## config.mk

```make
export PLATFORM = sky130hd
export DESIGN_NAME = usbotg_wrap_bridge
export DESIGN_NICKNAME = d
export VERILOG_FILES = /design/src/rtl/usbotg_wrap_pkg.sv /design/src/rtl/usbotg_wrap_decode.sv /design/src/rtl/usbotg_wrap_regs.sv /design/src/rtl/usbotg_wrap_bridge.sv
export SDC_FILE = /design/constraint.sdc
export NUM_CORES = 1
export LEC_CHECK = 0
export BUFFER_PORTS_ARGS = -buffer_cell sky130_fd_sc_hd__buf_2
export CORE_ASPECT_RATIO = 0.75
export CORE_MARGIN = 1
export CORE_UTILIZATION = 33
export DETAILED_ROUTE_END_ITERATION = 16
export GPL_TIMING_DRIVEN = 0
export HOLD_SLACK_MARGIN = 0.02
export PLACE_DENSITY = 0.78
export SYNTH_ARGS = -nofsm -noshare
export SYNTH_HDL_FRONTEND = slang
export SYNTH_SLANG_ARGS = --single-unit
export TNS_END_PERCENT = 1
```

## constraint.sdc

```tcl
create_clock -name clk -period 1.65 [get_ports clk]
set_input_delay 0.165 -clock clk [delete_from_list [all_inputs] [get_ports clk]]
set_output_delay 0.165 -clock clk [all_outputs]
set_load 0.02 [all_outputs]
```

## src/rtl/usbotg_wrap_pkg.sv

```systemverilog
package usbotg_wrap_pkg;

    typedef enum logic [1:0] {
        RGN_DIRECT,
        RGN_FOLD,
        RGN_LOCAL
    } region_e;

    typedef enum logic [2:0] {
        LR_ID,
        LR_CFG,
        LR_STAT,
        LR_IFSEL,
        LR_SIMEN,
        LR_STBY,
        LR_NONE
    } lreg_e;

    localparam logic [11:0] OFS_FOLD_LO  = 12'h200;
    localparam logic [11:0] OFS_LOCAL_LO = 12'h400;
    localparam logic [11:0] OFS_ID       = 12'h400;
    localparam logic [11:0] OFS_CFG      = 12'h404;
    localparam logic [11:0] OFS_STAT     = 12'h408;
    localparam logic [11:0] OFS_IFSEL    = 12'h40C;
    localparam logic [11:0] OFS_SIMEN    = 12'h410;
    localparam logic [11:0] OFS_STBY     = 12'h414;

    localparam logic [7:0]  ID_VALUE     = 8'h33;
    localparam logic [15:0] CFG_KEEP     = 16'h301F;
    localparam logic [1:0]  IFSEL_INIT   = 2'b01;
    localparam int          CFG_SRST_BIT = 1;

    // Folded core offset: base 0x20 plus offset bits [8:5] placed at [5:2]
    function automatic logic [8:0] fold_ofs(input logic [11:0] ofs);
        return 9'h020 + {3'b000, ofs[8:5], 2'b00};
    endfunction

endpackage

```

## src/rtl/usbotg_wrap_decode.sv

```systemverilog
module usbotg_wrap_decode
    import usbotg_wrap_pkg::*;
#(
    parameter int ADDR_W = 12
) (
    input  logic [ADDR_W-1:0] addr,
    output region_e           region,
    output lreg_e             lsel
);
    logic [11:0] ofs;
    assign ofs = 12'(addr);

    always_comb begin
        if (ofs >= OFS_LOCAL_LO)     region = RGN_LOCAL;
        else if (ofs >= OFS_FOLD_LO) region = RGN_FOLD;
        else                         region = RGN_DIRECT;

        unique case (ofs)
            OFS_ID:    lsel = LR_ID;
            OFS_CFG:   lsel = LR_CFG;
            OFS_STAT:  lsel = LR_STAT;
            OFS_IFSEL: lsel = LR_IFSEL;
            OFS_SIMEN: lsel = LR_SIMEN;
            OFS_STBY:  lsel = LR_STBY;
            default:   lsel = LR_NONE;
        endcase
    end
endmodule

```

## src/rtl/usbotg_wrap_regs.sv

```systemverilog
module usbotg_wrap_regs
    import usbotg_wrap_pkg::*;
#(
    parameter int DATA_W = 32
) (
    input  logic              clk,
    input  logic              rst,
    input  logic              wr_en,
    input  logic              rd_en,
    input  lreg_e             sel,
    input  logic [DATA_W-1:0] wdata,
    output logic [DATA_W-1:0] rdata_q,
    output logic              bad_q,
    output logic              stby_q,
    output logic              core_rst_q,
    output logic              err_q
);
    logic [15:0]       cfg_q;
    logic [1:0]        ifsel_q;
    logic [DATA_W-1:0] rd_mux;

    always_comb begin
        rd_mux = '0;
        unique case (sel)
            LR_ID:    rd_mux = DATA_W'(ID_VALUE);
            LR_CFG:   rd_mux = DATA_W'(cfg_q);
            LR_STAT:  rd_mux = DATA_W'(1);
            LR_IFSEL: rd_mux = DATA_W'(ifsel_q);
            LR_SIMEN: rd_mux = '0;
            LR_STBY:  rd_mux = DATA_W'(stby_q);
            default:  rd_mux = '0;
        endcase
    end

    always_ff @(posedge clk) begin
        if (rst) begin
            cfg_q      <= '0;
            ifsel_q    <= IFSEL_INIT;
            stby_q     <= 1'b1;
            err_q      <= 1'b0;
            core_rst_q <= 1'b0;
            bad_q      <= 1'b0;
            rdata_q    <= '0;
        end else begin
            core_rst_q <= 1'b0;
            bad_q      <= 1'b0;
            if (rd_en) begin
                rdata_q <= rd_mux;
                bad_q   <= (sel == LR_NONE);
            end
            if (wr_en) begin
                unique case (sel)
                    LR_CFG: begin
                        if (wdata[CFG_SRST_BIT]) begin
                            ifsel_q    <= IFSEL_INIT;
                            stby_q     <= 1'b1;
                            err_q      <= 1'b0;
                            core_rst_q <= 1'b1;
                        end
                        cfg_q <= wdata[15:0] & CFG_KEEP;
                    end
                    LR_IFSEL: ifsel_q <= wdata[1:0];
                    LR_SIMEN: err_q   <= 1'b1;
                    LR_STBY:  stby_q  <= wdata[0];
                    default:  ;
                endcase
            end
        end
    end
endmodule

```

## src/rtl/usbotg_wrap_bridge.sv

```systemverilog
module usbotg_wrap_bridge
    import usbotg_wrap_pkg::*;
#(
    parameter int ADDR_W  = 12,
    parameter int DATA_W  = 32,
    parameter int CORE_AW = 9
) (
    input  logic               clk,
    input  logic               rst,
    input  logic               h_req,
    input  logic               h_we,
    input  logic [1:0]         h_size,
    input  logic [ADDR_W-1:0]  h_addr,
    input  logic [DATA_W-1:0]  h_wdata,
    output logic               h_rvalid,
    output logic [DATA_W-1:0]  h_rdata,
    output logic               c_req,
    output logic               c_we,
    output logic [1:0]         c_size,
    output logic [CORE_AW-1:0] c_addr,
    output logic [DATA_W-1:0]  c_wdata,
    input  logic [DATA_W-1:0]  c_rdata,
    output logic               core_rst,
    output logic               stdby,
    output logic               sim_err,
    output logic               bad_addr
);
    region_e           region;
    lreg_e             lsel;
    logic              loc_acc;
    logic [DATA_W-1:0] loc_rdata;
    logic              rsp_valid_q;
    logic              rsp_core_q;

    usbotg_wrap_decode #(.ADDR_W(ADDR_W)) u_dec (
        .addr   (h_addr),
        .region (region),
        .lsel   (lsel)
    );

    assign loc_acc = h_req && (region == RGN_LOCAL);

    usbotg_wrap_regs #(.DATA_W(DATA_W)) u_regs (
        .clk        (clk),
        .rst        (rst),
        .wr_en      (loc_acc && h_we),
        .rd_en      (loc_acc && !h_we),
        .sel        (lsel),
        .wdata      (h_wdata),
        .rdata_q    (loc_rdata),
        .bad_q      (bad_addr),
        .stby_q     (stdby),
        .core_rst_q (core_rst),
        .err_q      (sim_err)
    );

    always_comb begin
        c_req   = h_req && (region != RGN_LOCAL);
        c_we    = h_we;
        c_size  = h_size;
        c_wdata = h_wdata;
        if (region == RGN_FOLD) c_addr = CORE_AW'(fold_ofs(12'(h_addr)));
        else                    c_addr = CORE_AW'(h_addr);
    end

    always_ff @(posedge clk) begin
        if (rst) begin
            rsp_valid_q <= 1'b0;
            rsp_core_q  <= 1'b0;
        end else begin
            rsp_valid_q <= h_req && !h_we;
            rsp_core_q  <= h_req && !h_we && (region != RGN_LOCAL);
        end
    end

    assign h_rvalid = rsp_valid_q;
    assign h_rdata  = rsp_core_q ? c_rdata : loc_rdata;
endmodule

```

==> flow_summary_export.csv, run 1 <==
group,metric,value,unit
yosys,yosysTopAreaCell,"dfxtp_1",
timing,timing.final.crit_share,0.966,
routing,drt_first_pass_iters,4,
min_path,hp-start,"h_addr[11]",
cts,cts-root-buf,"clkbuf_8",
routing,drtIter0Drc,33,
cells_and_area,nets,420,
cts,ctsHoldBuffers,0,
cts,cts.clk_slew.worst_paths,0.08,ns
cts,cts_tree,"built",
yosys,synth-xor-area-share,0.00534,
yosys,synthCells,197,
yosys,async_reset_ff_frac,0,
grt,antenna_found_initial,0,
timing,rsz0062_at_grt,"no",
yosys,synth-simple-area-share,0.306,
yosys,synth_seq_cells,23,
timing,maxSlewHeadroom,0.605,
worst_setup_path,rr_worst_depth,4,
yosys,netlist.area_leader.share,0.280,
yosys,syn_area_per_cell,8.33,um2
pwr,p_leak,1.30,nW
worst_setup_path,crit_path_start_kind,"primary input",
worst_setup_path,critPathRequiredTime,1.83,ns
yosys,synth_fa_ha_area_frac,0,
min_path,hp-class,"in -> reg",
die,start_util,0.355,
die,dieArea,5260,um2
cts,clk_latency,0.27,ns
cts,cts.sink_count,23,
timing,drv_slew,0,
routing,postRouteWirelength,4840,um
yosys,ys_top_cells_by_area,"dfxtp_1, buf_4, and2_1",
timing,finalHoldViolations,0,
yosys,synth_top_family_by_area,"simple AND/OR/NAND/NOR gates",
timing,skew,0.00783,ns
cts,htree_num_levels,1,
job,maxCapViolCount,0,
grt,gr-total-overflow,0,
yosys,synth_top_flop_cell,"dfxtp_1",
yosys,syn_nets,279,
cells_and_area,area_growth_syn_to_layout,51.1,%
pwr,ir_drop,369,uV
routing,viasPerCell,4.61,
pwr,p_total,0.00130,W
timing,fin_crit,1.59,ns
die,die_w,83.4,um
place,numPortBuffers,135,
cts,cts-buffers-inserted,3,
pwr,power.density,524,nW/um2
min_path,min_to,"rsp_core_q",
yosys,yosys.cell_count.top_type,"buf_4",
routing,route.detailed.drc,0,
worst_setup_path,r2r-start,"u_regs.stby_q",
cells_and_area,drive_gt1_frac,0.582,
die,core-area,4620,um2
die,core.rowCount,21,
yosys,synth_edf_count,0,
yosys,ys_warn_count,0,
die,chipHeight,63.1,um
place,gp_congestion,0.834,
grt,grt_pass1_wl,7590,um
worst_setup_path,r2r_slack,0.63,ns
run_status,status,"completed",
routing,ant_nets,0,
yosys,synth_compound_area_frac,0.0770,
grt,grt_use_total,0.176,
routing,wl_per_cell,12.3,um
grt,grt_max_degree,14,
die,num_io_pins,164,
worst_setup_path,rr_endpoint,"u_regs.rdata_q[0]",
min_path,holdPathStages,2,
place,dp_hpwl,3950,um
timing,finalSetupViolCount,0,
yosys,ys_types,39,
timing,worst_pin_slew,0.590,ns
timing,final.setup.tns,0,ns
timing,fmaxAchievable,627,MHz
yosys,syn_area,1640,um2
cts,clock_path_buffers,2,
yosys,ys_top_cells_by_count,"buf_4, and2_1, dfxtp_1",
worst_setup_path,cp-end-kind,"flip-flop",
yosys,synthMuxAreaShare,0.143,
worst_setup_path,crit_type,"in -> reg",
yosys,synth-seq-area-share,0.280,
cells_and_area,diodes,0,
worst_setup_path,critPathMaxFanout,5,
grt,grt_pass1_vias,1578,
cells_and_area,fillers,467,
routing,via_count,1818,
worst_setup_path,crit_arrival,1.77,ns
worst max-delay path by stage:
stage / startpoint / end / slack [ns] / cells after the start
2_1_floorplan: h_addr[4] / u_regs.err_q / -0.07 / 4
3_3_place_gp: h_addr[4] / u_regs.err_q / -0.42 / 5
3_5_place_dp: h_addr[4] / u_regs.err_q / -0.44 / 5
4_1_cts: rsp_core_q / h_rdata[12] / 0.004 / 3
5_1_grt: h_addr[5] / u_regs.cfg_q[2] / 0.01 / 7
6_report: h_addr[5] / u_regs.core_rst_q / 0.06 / 6
registers in the layout (all words and copies together), names as in the netlist:
name               flops
u_regs.cfg_q           7
u_regs.bad_q           1
u_regs.err_q           1
h_rvalid               1
u_regs.stby_q          1
u_regs.rdata_q         8
u_regs.ifsel_q         2
u_regs.core_rst_q      1
rsp_core_q             1
cell type report:
class | count | area (um2) | area share
multi-input combinational | 127 | 892 | 0.360
inverter | 2 | 7.51 | 0.00303
timing repair buffer | 136 | 696 | 0.281
tap | 57 | 71.3 | 0.0288
clock inverter | 1 | 5.00 | 0.00202
sequential | 23 | 462 | 0.186
clock buffer | 3 | 41.3 | 0.0166
buffer | 45 | 305 | 0.123
where the power goes:
part,total [W],leakage [nW],internal [W],switching (W)
clock,0.000349,0.0255,0.000169,0.000180
sequential,0.000560,0.186,0.000558,0.00000185
combinational,0.000392,1.09,0.000181,0.000211
cells in the final DEF (no fill, tap or decap), drive strengths merged, types with 3 or more instances in the layout:
cell / instances
buf: 172
and2: 29
dfxtp: 23
nand2: 13
nor2: 12
mux2: 12
clkbuf: 12
mux2i: 10
nor3: 7
a21oi: 7
nand3: 4
nor4: 4
nand2b: 3
metal layers:
layer / wire length [um] / track usage / vias to the layer above / part of all wire
met1: 2080 / 0.224 / 811 / 0.43
met2: 2400 / 0.311 / 85 / 0.50
met3: 358 / 0.0419 / 0 / 0.074
met5: 0 / 0 / - / 0
met4: 0 / 0.0191 / 0 / 0
li1: - / - / 922 / -
logic make-up (layout without fill, tap and decap cells):
kind of cell | after synthesis | after routing
simple gates | 86 | 86
buf+inv | 47 | 187
flops | 23 | 23
mux | 22 | 22
compound gates | 18 | 18
xor+xnor | 1 | 1
worst max-delay path: stages:
cell,delay (ns)
buf_2,0.11
or4b_1,0.50
buf_2,0.19
or2_4,0.28
or3_1,0.38
nor3_1,0.15
repair_timing:
item	4_1_cts	5_1_grt
endpoints found under the hold margin	0	0
gates resized for setup	3	3
endpoints found under the setup margin	24	10
setup buffers	1	0
pin swaps	1	0
cloned	0	0
through the flow:
step | setup WS, ns | std cells | util | hold slack [ns] | cell area (um2)
final | 0.0555 | 394 | 0.536 | 0.0880 | 2480
after global routing | 0.0104 | 394 | 0.536 | 0.0716 | 2480
after CTS | 0.00443 | 394 | 0.534 | 0.0929 | 2470
after detailed placement | -0.438 | 389 | 0.517 | 0.375 | 2390
after global placement | -0.417 | 389 | 0.517 | 0.361 | 2390
after floorplan | -0.0743 | 197 | - | 0.243 | 1650
Note: power is estimated with default switching activity, not from simulation.
==> run 2: changes to the inputs <==
--- a/config.mk
+++ b/config.mk
@@ -9,6 +9,7 @@
 export CORE_ASPECT_RATIO = 0.75
 export CORE_MARGIN = 1
 export CORE_UTILIZATION = 33
+export CTS_BUF_LIST = sky130_fd_sc_hd__clkbuf_2
 export DETAILED_ROUTE_END_ITERATION = 16
 export GPL_TIMING_DRIVEN = 0
 export HOLD_SLACK_MARGIN = 0.02
==> run 2 against run 1 <==
Against the previous run:
- clock-buffer cell count stayed put
- combinational power is 2% higher
- routed wire length is 0.93% higher
- critical path type is now reg -> out
- non-clock buffer count is 5 higher
- first-iteration DRC count is 97% higher
- register-to-register slack worse by 0.02 ns
- power is 8.5% lower
- clock power is 34% lower
- clock skew is 0.017 ns higher
- final area is 0.50% higher
- sequential cell count stayed put
- fmax is 3.3% higher
==> flow_summary_export.csv, run 2 (synthesis results as in run 1) <==
group,metric,value,unit
cells_and_area,nets,425,
timing,maxSlewHeadroom,0.599,
cts,cts.clk_slew.worst_paths,0.23,ns
grt,grt_pass1_wl,7600,um
place,pre_cts_ws,-0.438,ns
die,core-area,4620,um2
worst_setup_path,crit_arrival,1.38,ns
cts,cts_tree,"built",
routing,drt_first_pass_iters,4,
cells_and_area,area_growth_syn_to_layout,51.8,%
die,num_io_pins,164,
timing,timing.final.ws_setup,0.107,ns
timing,worst_pin_slew,0.600,ns
routing,postRouteWirelength,4890,um
routing,route.detailed.drc,0,
pwr,pwr-share-clk,0.192,
cells_and_area,top_regs,"u_regs.rdata_q: 8 flops, u_regs.cfg_q: 7 flops, u_regs.ifsel_q: 2 flops",
worst_setup_path,cp-end-kind,"output port",
worst_setup_path,crit_path_start_kind,"flip-flop",
timing,finalHoldViolations,0,
timing,fmaxAchievable,648,MHz
routing,drtIter0Drc,65,
grt,antenna_found_initial,0,
worst_setup_path,crit_type,"reg -> out",
timing,drv_slew,0,
pwr,power.density,477,nW/um2
place,gp_congestion,0.834,
die,start_util,0.355,
min_path,hp-class,"in -> reg",
cts,cts-root-buf,"clkbuf_2",
timing,rsz0062_at_grt,"yes",
timing,finalSetupViolCount,0,
timing,fin_crit,1.54,ns
worst_setup_path,r2r_slack,0.61,ns
cells_and_area,diodes,0,
pwr,swShare,0.326,
pwr,switchingPower,0.000388,W
routing,ant_nets,0,
place,numPortBuffers,135,
run_status,status,"completed",
job,maxCapViolCount,0,
pwr,seq_power_share,0.472,
place,dp_hpwl,3950,um
grt,grt_use_total,0.176,
cts,cts-buffers-inserted,3,
pwr,ir_drop,468,uV
cells_and_area,layout_common_cells,"buf_2, buf_4, and2_1",
grt,grtUsageMet2,0.309,
grt,grt_pass1_vias,1579,
die,dieArea,5260,um2
pwr,intPower,0.000801,W
cts,clk_latency,0.35,ns
pwr,power_frac_comb,0.336,
cells_and_area,largest_register_ff_count,8,
cells_and_area,drive_gt1_frac,0.573,
grt,grt-busiest-layer,"met2",
routing,wl_per_cell,12.3,um
die,die_w,83.4,um
cts,htree_num_levels,1,
cts,cts.sink_count,23,
grt,use_met3,0.0446,
cells_and_area,final_cells,399,
routing,via_count,1846,
worst_setup_path,critPathMaxFanout,10,
cells_and_area,top_register,"u_regs.rdata_q",
grt,gr-total-overflow,0,
die,core.rowCount,21,
cts,clock_path_buffers,2,
die,chipHeight,63.1,um
timing,skew,0.0252,ns
timing,timing.final.crit_share,0.935,
pwr,p_leak,1.31,nW
grt,grt_max_degree,14,
worst_setup_path,critPathRequiredTime,1.48,ns
cells_and_area,layout_commonest_cell,"buf_2",
pwr,p_total,0.00119,W
routing,viasPerCell,4.63,
grt,grtUsageMet1,0.225,
place,placed_cells,389,
[run 2: cell types whose count changed in the layout (fill, tap and decap cells not counted), sizes merged]
cell	before	now
buf	172	174
clkbuf	12	11
dlygate4sd3	0	4
[run 2: path summary, 6_finish.rpt]
path	start	to	depth (start not counted)
worst max-delay path	rsp_core_q	h_rdata[2]	3
worst min-delay path	h_wdata[0]	u_regs.ifsel_q[0]	2
worst min register to register	u_regs.rdata_q[12]	u_regs.rdata_q[12]	2
worst max register to register	u_regs.stby_q	u_regs.rdata_q[0]	4
[run 2: metal layers]
metal | vias up | wire, um
met4 | 0 | 11
met3 | 2 | 317
met1 | 840 | 2140
li1 | 935 | -
met5 | - | 0
met2 | 69 | 2420
[run 2: area by class of cell]
class	instances	area, um2
plain buffers	45	309
clock buffers	3	15.0
clock inverters	1	5.00
fillers	473	2130
inverters	2	7.51
multi-input cells	127	890
flip-flops and latches	23	464
well taps	57	71.3
repair buffers	141	731
[run 2: repair_timing]
item / CTS / global route
hold endpoints to repair: 1 / 3
setup buffers: 2 / 0
setup endpoints to repair: 18 / 10
cloned: 0 / 0
hold buffers: 1 / 3
gates resized for setup: 4 / 4
pin swaps: 1 / 0
[run 2: critical path: stages, from the launching register on]
cell and delay (ns):
dfxtp_4 0.42, buf_6 0.15, mux2_2 0.33, buf_2 0.15
[run 2: power groups by stage]
stage	clock, W	sequential, W	combinational [W]
global route	0.000263	0.000563	0.000427
global placement	0	0.000573	0.000385
floorplan	0	0.000575	0.000234
CTS	0.000236	0.000561	0.000393
finish	0.000229	0.000561	0.000399
detailed placement	0	0.000573	0.000391
[run 2: per-stage QoR]
stage / utilization / cell area [um2] / TNS [ns] / hold slack (ns)
3_3_place_gp: 0.517 / 2390 / -6.06 / 0.361
3_5_place_dp: 0.517 / 2390 / -6.14 / 0.375
2_1_floorplan: - / 1650 / -0.447 / 0.243
5_1_grt: 0.539 / 2490 / -0.0220 / 0.0270
6_report: 0.539 / 2490 / 0 / 0.0599
4_1_cts: 0.529 / 2440 / 0 / 0.0203
==> run 3: changes to the inputs <==
--- a/config.mk
+++ b/config.mk
@@ -9,7 +9,7 @@
 export CORE_ASPECT_RATIO = 0.75
 export CORE_MARGIN = 1
 export CORE_UTILIZATION = 33
-export CTS_BUF_LIST = sky130_fd_sc_hd__clkbuf_2
+export CTS_BUF_LIST = sky130_fd_sc_hd__clkbuf_4
 export DETAILED_ROUTE_END_ITERATION = 16
 export GPL_TIMING_DRIVEN = 0
 export HOLD_SLACK_MARGIN = 0.02
==> run 3 against run 2 <==
Against the previous run:
- non-clock buffer count is 4 lower
- setup slack worse by 0.028 ns
- combinational power is 2% lower
- fmax fell by 1.8%
- sequential cell count is the same
- largest power group unchanged
==> flow_summary_export.csv, run 3 (synthesis results as in run 1) <==
group,metric,value,unit
timing,timing.final.ws_setup,0.0783,ns
place,pre_cts_ws,-0.438,ns
cells_and_area,top_regs,"u_regs.rdata_q: 8 flops, u_regs.cfg_q: 7 flops, u_regs.ifsel_q: 2 flops",
timing,finalHoldViolations,0,
cells_and_area,largest_register_ff_count,8,
min_path,hp-class,"in -> reg",
routing,dr_wl_met2,2400,um
cts,cts.sink_count,23,
place,placed_area,2390,um2
timing,worst_pin_slew,0.587,ns
cells_and_area,layout_commonest_cell,"buf_2",
die,core.rowCount,21,
place,gp_congestion,0.834,
die,start_util,0.355,
timing,finalSetupViolCount,0,
grt,grt_pass1_vias,1589,
cts,clock_path_buffers,2,
worst_setup_path,crit_family,"simple AND/OR/NAND/NOR gates",
timing,holdWs,0.0618,ns
cells_and_area,top_register,"u_regs.rdata_q",
worst_setup_path,worstPathCellList,"buf_2, or4b_1, buf_2, or2_1, or3_1, nor3_1",
pwr,switchingPower,0.000386,W
pwr,power_frac_comb,0.323,
worst_setup_path,crit_path_start_kind,"primary input",
grt,grt_use_total,0.177,
run_status,status,"completed",
worst_setup_path,critPathMaxFanout,5,
pwr,power.density,493,nW/um2
cts,htree_num_levels,1,
place,numPortBuffers,135,
routing,drt_first_pass_iters,4,
cts,clk_latency,0.32,ns
grt,grt_max_degree,14,
pwr,p_leak,1.30,nW
cts,cts.clk_slew.worst_paths,0.11,ns
cells_and_area,drive_gt1_frac,0.577,
grt,grt_pass1_wl,7670,um
die,core-area,4620,um2
grt,gr-total-overflow,0,
worst_setup_path,critPathRequiredTime,1.89,ns
pwr,ir_drop,316,uV
timing,skew,0.0155,ns
pwr,p_total,0.00122,W
cells_and_area,nets,421,
timing,timing.final.crit_share,0.953,
cells_and_area,diodes,0,
timing,rsz0062_at_grt,"no",
worst_setup_path,crit_arrival,1.81,ns
worst_setup_path,path_buf_inv,2,
routing,wl_met3,352,um
timing,maxSlewHeadroom,0.607,
cts,cts-buffers-inserted,3,
timing,fmaxAchievable,636,MHz
routing,viasPerCell,4.62,
place,dp_hpwl,3950,um
die,num_io_pins,164,
pwr,swShare,0.317,
worst_setup_path,crit_path_frequent_cell,"buf_2",
cts,cts-root-buf,"clkbuf_4",
worst_setup_path,max_stage_delay,0.50,ns
routing,drtIter0Drc,38,
cells_and_area,final_cell_area,2470,um2
cells_and_area,fillers,469,
die,die_w,83.4,um
routing,via_count,1826,
routing,topRoutingLayerUsed,"met4",
routing,ant_nets,0,
grt,antenna_found_initial,0,
timing,final.setup.tns,0,ns
cells_and_area,area_growth_syn_to_layout,50.6,%
cts,cts_tree,"built",
routing,postRouteWirelength,4850,um
routing,wl_met1,2080,um
die,dieArea,5260,um2
timing,drv_slew,0,
worst_setup_path,cpMaxStageDelayCell,"or4b_1",
job,maxCapViolCount,0,
routing,route.detailed.drc,0,
timing,fin_crit,1.57,ns
die,chipHeight,63.1,um
worst_setup_path,crit_type,"in -> reg",
routing,wl_per_cell,12.3,um
cells_and_area,layout_common_cells,"buf_2, buf_4, and2_1",
pwr,pwr-share-clk,0.217,
worst_setup_path,cp-end-kind,"flip-flop",
pwr,seq_power_share,0.460,
pwr,intPower,0.000832,W
## run 3: power by group through the flow
stage                     Combinational, W  Sequential, W  Clock (W)
after floorplan                   0.000234       0.000575          0
after global placement            0.000385       0.000573          0
after detailed placement          0.000391       0.000573          0
after CTS                         0.000393       0.000561   0.000274
after global routing              0.000421       0.000562   0.000306
final                             0.000393       0.000561   0.000264
## run 3: final timing paths
kind	start	endpoint	slack [ns]	depth (start not counted)
min reg2reg	u_regs.rdata_q[12]	u_regs.rdata_q[12]	0.46	2
max reg2reg	u_regs.stby_q	u_regs.rdata_q[0]	0.62	4
min	h_addr[10]	rsp_core_q	0.06	2
max	h_addr[5]	u_regs.core_rst_q	0.08	6
## run 3: repair_timing
action                                  4_1_cts  5_1_grt
hold buffers                                  0        1
gates resized for setup                       4        3
pin swaps                                     1        0
buffers inserted                              1        0
endpoints found under the setup margin       21        8
hold endpoints to repair                      0        1
## run 3: stage by stage
stage	std cells	util
finish	395	0.535
global route	395	0.535
CTS	394	0.531
detailed placement	389	0.517
global placement	389	0.517
floorplan	197	-
## run 3: area by class of cell
type,count,area (um2),area share
Clock buffer,3,22.5,0.00911
Timing Repair Buffer,137,706,0.285
Tap cell,57,71.3,0.0288
Multi-Input combinational cell,127,890,0.360
Buffer,45,309,0.125
Inverter,2,7.51,0.00304
Sequential cell,23,462,0.187
Clock inverter,1,5.00,0.00202
## run 3: worst register-to-register path, stage by stage (launching register included)
cell     delay [ns]
dfxtp_1        0.35
nand2_1        0.06
mux2i_1        0.07
a221o_1        0.28
a32o_1         0.20
## run 3: layer usage
| layer | vias up | global-route usage |
|---|---|---|
| met1 | 817 | 0.227 |
| met5 | - | 0 |
| met4 | 0 | 0.0212 |
| met3 | 3 | 0.0433 |
| li1 | 929 | - |
| met2 | 77 | 0.313 |
